`config.mk`:
```
export PLATFORM = sky130hd
export DESIGN_NAME = warp_tlb_coalescer
export DESIGN_NICKNAME = d
export VERILOG_FILES = /design/src/rtl/wtc_pkg.sv /design/src/rtl/wtc_vpn_slice.sv /design/src/rtl/wtc_first_lane.sv /design/src/rtl/wtc_page_match.sv /design/src/rtl/warp_tlb_coalescer.sv
export SDC_FILE = /design/constraint.sdc
export NUM_CORES = 1
export LEC_CHECK = 0
export ABC_CLOCK_PERIOD_IN_PS = 7100
export BUFFER_PORTS_ARGS = -buffer_cell sky130_fd_sc_hd__buf_2
export CORE_UTILIZATION = 50
export DETAILED_ROUTE_END_ITERATION = 12
export GPL_TIMING_DRIVEN = 0
export PLACE_DENSITY = 0.8
export SLEW_MARGIN = 10
export SYNTH_ARGS = -nofsm -noshare
export SYNTH_HDL_FRONTEND = slang
export SYNTH_SLANG_ARGS = --single-unit
```
`constraint.sdc`:
```
create_clock -name clk -period 7.1 [get_ports clk]
set_input_delay 0.71 -clock clk [delete_from_list [all_inputs] [get_ports clk]]
set_output_delay 0.71 -clock clk [all_outputs]
set_load 0.01 [all_outputs]
```
`src/rtl/wtc_pkg.sv`:
```
package wtc_pkg;
  // Drain controller states
  typedef enum logic {
    CO_IDLE = 1'b0,
    CO_EMIT = 1'b1
  } co_state_e;
endpackage

```
`src/rtl/wtc_vpn_slice.sv`:
```
// Strips the page-offset bits of every lane address.
module wtc_vpn_slice #(
  parameter int LANES = 8,
  parameter int VA_W  = 32,
  parameter int OFF_W = 8,
  localparam int VPN_W = VA_W - OFF_W
) (
  input  logic [LANES*VA_W-1:0]  addr_flat,
  output logic [LANES*VPN_W-1:0] vpn_flat
);
  for (genvar g = 0; g < LANES; g++) begin : g_lane
    assign vpn_flat[g*VPN_W +: VPN_W] = addr_flat[g*VA_W + OFF_W +: VPN_W];
  end
endmodule

```
`src/rtl/wtc_first_lane.sv`:
```
// One-hot grant of the lowest-numbered requesting lane.
module wtc_first_lane #(
  parameter int LANES = 8
) (
  input  logic [LANES-1:0] req,
  output logic [LANES-1:0] grant
);
  logic [LANES-1:0] below;  // bit i: some lane < i requests

  assign below[0] = 1'b0;
  for (genvar g = 1; g < LANES; g++) begin : g_chain
    assign below[g] = below[g-1] | req[g-1];
  end
  assign grant = req & ~below;
endmodule

```
`src/rtl/wtc_page_match.sv`:
```
// Flags every lane whose page number equals the selected one.
module wtc_page_match #(
  parameter int LANES = 8,
  parameter int VPN_W = 24
) (
  input  logic [LANES*VPN_W-1:0] vpn_flat,
  input  logic [VPN_W-1:0]       sel_vpn,
  output logic [LANES-1:0]       hit
);
  for (genvar g = 0; g < LANES; g++) begin : g_cmp
    assign hit[g] = (vpn_flat[g*VPN_W +: VPN_W] == sel_vpn);
  end
endmodule

```
`src/rtl/warp_tlb_coalescer.sv`:
```
module warp_tlb_coalescer #(
  parameter int LANES      = 8,
  parameter int VA_W       = 32,
  parameter int PAGE_BYTES = 256,
  localparam int OFF_W = $clog2(PAGE_BYTES),
  localparam int VPN_W = VA_W - OFF_W,
  localparam int CNT_W = $clog2(LANES + 1)
) (
  input  logic                    clk,
  input  logic                    rst_n,
  input  logic                    start,
  input  logic [LANES*VA_W-1:0]   lane_addr,
  input  logic [LANES-1:0]        lane_mask,
  output logic                    lookup_valid,
  input  logic                    lookup_ready,
  output logic [VPN_W-1:0]        lookup_vpn,
  output logic [CNT_W-1:0]        lookup_count,
  output logic                    done
);
  import wtc_pkg::*;

  co_state_e              state_q;
  logic [LANES*VPN_W-1:0] vpn_in;
  logic [LANES*VPN_W-1:0] vpn_q;
  logic [LANES-1:0]       pend_q;
  logic [LANES-1:0]       pend_nxt;
  logic [LANES-1:0]       grant;
  logic [LANES-1:0]       hit;
  logic [VPN_W-1:0]       sel_vpn;
  logic [CNT_W-1:0]       cnt_q;
  logic                   done_q;
  logic                   fire;
  logic                   busy;

  wtc_vpn_slice #(.LANES(LANES), .VA_W(VA_W), .OFF_W(OFF_W)) u_slice (
    .addr_flat (lane_addr),
    .vpn_flat  (vpn_in)
  );

  wtc_first_lane #(.LANES(LANES)) u_pick (
    .req   (pend_q),
    .grant (grant)
  );

  // One-hot mux of the page held by the granted lane
  always_comb begin
    sel_vpn = '0;
    for (int i = 0; i < LANES; i++) begin
      if (grant[i]) sel_vpn = sel_vpn | vpn_q[i*VPN_W +: VPN_W];
    end
  end

  wtc_page_match #(.LANES(LANES), .VPN_W(VPN_W)) u_match (
    .vpn_flat (vpn_q),
    .sel_vpn  (sel_vpn),
    .hit      (hit)
  );

  assign busy         = (state_q == CO_EMIT);
  assign lookup_valid = busy && (|pend_q);
  assign lookup_vpn   = sel_vpn;
  assign fire         = lookup_valid && lookup_ready;
  assign pend_nxt     = fire ? (pend_q & ~hit) : pend_q;
  assign lookup_count = cnt_q;
  assign done         = done_q;

  always_ff @(posedge clk or negedge rst_n) begin
    if (!rst_n) begin
      state_q <= CO_IDLE;
      vpn_q   <= '0;
      pend_q  <= '0;
      cnt_q   <= '0;
      done_q  <= 1'b0;
    end else begin
      done_q <= 1'b0;
      case (state_q)
        CO_IDLE: begin
          if (start) begin
            vpn_q   <= vpn_in;
            pend_q  <= lane_mask;
            cnt_q   <= '0;
            state_q <= CO_EMIT;
          end
        end
        default: begin
          pend_q <= pend_nxt;
          if (fire) cnt_q <= cnt_q + CNT_W'(1);
          if (pend_nxt == '0) begin
            state_q <= CO_IDLE;
            done_q  <= 1'b1;
          end
        end
      endcase
    end
  end
endmodule

```
==> impl_metrics.py <==
metrics = {
    "setup_path": {
        "cpMostUsedCell": "buf_2",
        "critical_path.slowest_cell": "o41ai_1",
        "end_kind": "flip-flop",
        "cp.arrival_ns": 6.37,
        "required_ns": 7.51,
        "cp.depth": 12,
        "critPathTopFamily": "compound AO/OA/AOI/OAI gates",
        "cp_max_fo": 10,
        "startpoint_type": "flip-flop",
        "critPathKind": "reg -> reg",
        "critPathBufInv": 4,
        "crit_chain": "buf_2, buf_2, clkbuf_1, o21ai_0, a221oi_2, buf_2, a21oi_1, nor4_1, nand4_1, o41ai_1, o2111ai_1, o32a_1",
        "worstRegToRegCells": 12,
        "crit_path_max_incr_delay_ns": 1.13,
    },
    "layout": {
        "area_delta_synth_final_pct": 18.0,
        "layout-drive-gt1-share_pct": 16.6,
        "fin_cells": 2275,
        "fillCellCount": 2260,
        "nets": 2198,
    },
    "power_and_ir_drop": {
        "p_per_area_mw_per_mm2": 623,
        "p_leak_nw": 7.44,
        "peakVddDrop_mv": 0.367,
        "power_frac_seq_pct": 28.4,
        "netSwitchingFraction_pct": 53.9,
        "p_int_mw": 4.36,
        "pwr-share-comb_pct": 59.8,
        "clockPowerShare_pct": 11.8,
        "switching_power_mw": 5.09,
    },
    "synthesis": {
        "syn_nets": 1939,
        "yosys-top-cells-count": "633 x nand2_1, 206 x dfrtp_1, 142 x a21oi_1, 85 x clkbuf_1, 71 x and3_1",
        "synth.most_common_cell": "nand2_1",
        "ys.flop_type": "dfrtp_1",
        "synthDistinctLibCells": 74,
        "synth-seq-area-share_pct": 40.1,
        "yosysWarnings": 0,
        "synth-seq-cells": 206,
        "syn_area_mm2": 0.0129,
        "synth_top_area_share_pct": 40.1,
        "async_flop_share_pct": 100,
        "netlist_instances": 1670,
        "avgSynthCellArea_um2": 7.70,
        "synth_area_leaders": "dfrtp_1 40%, nand2_1 18%, a21oi_1 5.5%, and3_1 3.5%, clkbuf_1 2.5%",
        "synth_edf_count": 0,
        "synth.largest_area_cell": "dfrtp_1",
    },
    "timing": {
        "skew_ns": 0.0110,
        "rsz0062_at_grt": "no",
        "fin_crit_sh_pct": 83.9,
        "timing.slew.headroom_pct": 9.41,
        "worstMarginPinSlew_ns": 1.32,
        "setup_viol_count_final": 0,
        "fmax_mhz": 168,
        "slew_viol_final": 0,
        "fin_crit_ns": 5.96,
        "hold_viol": 0,
        "fin_tns_setup_ns": 0,
    },
    "clocking": {
        "htree_levels": 1,
        "post-cts-setup-buffers": 0,
        "ctsLongestPathBuffers": 3,
        "clkTransAtPathRegs_ns": 0.06,
        "cts_resized": 0,
        "cts_tree": "built",
        "cts.sinks": 206,
        "numCtsBuffers": 23,
        "clockRootBuffer": "clkbuf_16",
        "cts_hold_repair.buffers": 0,
        "clock_latency_ns": 0.53,
    },
    "die": {
        "core-area_mm2": 0.0252,
        "die_w_um": 162,
        "dieHeight_um": 162,
        "die-area_mm2": 0.0263,
        "initial_utilization_pct": 51.0,
        "rows": 58,
        "io_pins": 298,
    },
    "placement": {
        "numPortBuffers": 233,
        "globalplace.congestion": 1.06,
        "dpl.cell_count": 2234,
        "dpl.hpwl_um": 49700,
    },
    "drt": {
        "route.antenna.remaining_nets": 1,
        "wl_per_cell_um": 27.8,
        "drt_wl_total_um": 63300,
        "vias": 14800,
        "via_per_inst": 6.49,
        "drt-initial-drc-count": 2166,
        "drc": 0,
        "drtPass1Iterations": 8,
    },
    "min_path": {
        "hp-class": "in -> async",
    },
    "global_route": {
        "grt_max_degree": 108,
        "grt_pass1_wl_um": 90800,
        "antenna_found_initial": 0,
        "grt_usage_pct": 48.2,
        "grt_pass1_vias": 13800,
        "grt_overflow_total": 0,
    },
    "run": {
        "maxCapViolations": 0,
    },
    "status": {
        "violations": "antenna rules",
        "status": "finished, violations left",
    },
}
placed cells by master (no fill, tap or decap), types with 6 or more instances in the layout:
master / synthesis / layout
nor4_1: 27 / 26
nand4_1: 28 / 28
mux2i_1: 7 / 7
a22o_1: 27 / 27
clkbuf_16: 0 / 23
a22oi_1: 6 / 6
inv_1: 15 / 15
xor2_1: 18 / 18
xnor2_1: 30 / 30
a32o_1: 11 / 11
nand2_1: 633 / 633
a32oi_1: 11 / 11
nor2b_1: 11 / 11
and3_1: 71 / 71
nand3_1: 59 / 59
dfrtp_1: 206 / 206
a211oi_1: 8 / 8
a21o_1: 12 / 12
o21ai_0: 41 / 41
a221oi_1: 8 / 8
or3_1: 10 / 10
a21oi_1: 142 / 142
nor4b_1: 26 / 26
nand2b_1: 13 / 13
clkbuf_1: 85 / 91
nor3_1: 10 / 10
buf_2: 31 / 263
nor2_1: 6 / 6
nand3b_1: 20 / 20
power by group through the flow:
stage	Clock, mW	Combinational (mW)	Sequential [mW]
2_1_floorplan	0	3.46	2.23
3_3_place_gp	0	5.27	2.62
3_5_place_dp	0	5.34	2.63
4_1_cts	1.12	5.37	2.62
5_1_grt	1.15	5.90	2.70
6_report	1.11	5.65	2.69
sequential cells by signal, summed over array words and instances, names as in the netlist:
signal        cells
lookup_count      4
vpn_q           192
pend_q            8
done              1
busy              1
metrics by stage:
stage | setup slack (ns) | hold WS [ns] | power, mW | cell area (µm²) | utilization (%)
2_1_floorplan | 3.69 | 0.414 | 5.69 | 12900 | -
3_3_place_gp | 1.60 | 0.513 | 7.88 | 14400 | 57.3
3_5_place_dp | 1.63 | 0.519 | 7.97 | 14500 | 57.5
4_1_cts | 1.57 | 0.230 | 9.11 | 15100 | 60.2
5_1_grt | 1.33 | 0.250 | 9.75 | 15100 | 60.2
6_report | 1.14 | 0.166 | 9.45 | 15200 | 60.2
logic make-up (layout without fill, tap and decap cells):
logic type	after synthesis	count (layout)	synth area share [%]
other	0	5	0
buffers and inverters	137	407	4.52
and+or+nand+nor	940	940	34.0
DFF	206	206	40.1
adders and majority gates	1	1	0.0973
AOI/OAI and AO/OA	331	331	17.4
xor gates and xnor gates	48	48	3.27
muxes	7	7	0.545
worst register-to-register path, delay by kind of cell (launching register included):
family / cells / cell delay [ns]
flip-flops: 1 / 0.33
AO/OA/AOI/OAI: 6 / 3.22
AND/OR/NAND/NOR: 2 / 0.78
buffers and inverters: 4 / 1.52
final timing paths:
path | slack (ns) | startpoint | end
min | 0.17 | rst_n | vpn_q[161]
max reg2reg | 1.14 | pend_q[1] | busy
min reg2reg | 0.54 | vpn_q[42] | vpn_q[42]
max | 1.14 | pend_q[1] | busy
min in group clk | 0.37 | lane_addr[253] | vpn_q[189]
max in group asynchronous | 5.92 | rst_n | vpn_q[91]
layout make-up:
| type | count | area (µm²) | area share (%) |
|---|---|---|---|
| Inverter | 15 | 56.3 | 0.371 |
| Buffer | 122 | 524 | 3.46 |
| Sequential cell | 206 | 5150 | 34.0 |
| Clock inverter | 4 | 33.8 | 0.223 |
| Timing Repair Buffer | 234 | 1200 | 7.94 |
| Multi-Input combinational cell | 1327 | 7120 | 47.0 |
| Antenna cell | 5 | 12.5 | 0.0825 |
| Clock buffer | 32 | 639 | 4.22 |
| Tap cell | 330 | 413 | 2.72 |
metal layers:
layer | track usage, % | vias to the layer above | part of all wire (%)
met5 | 0 | - | 0
met4 | 27.0 | 0 | 6.6
met3 | 11.5 | 218 | 12
met2 | 72.3 | 1111 | 42
met1 | 63.9 | 7078 | 39
li1 | - | 6348 | -
Note: power is estimated with default switching activity, not from simulation.
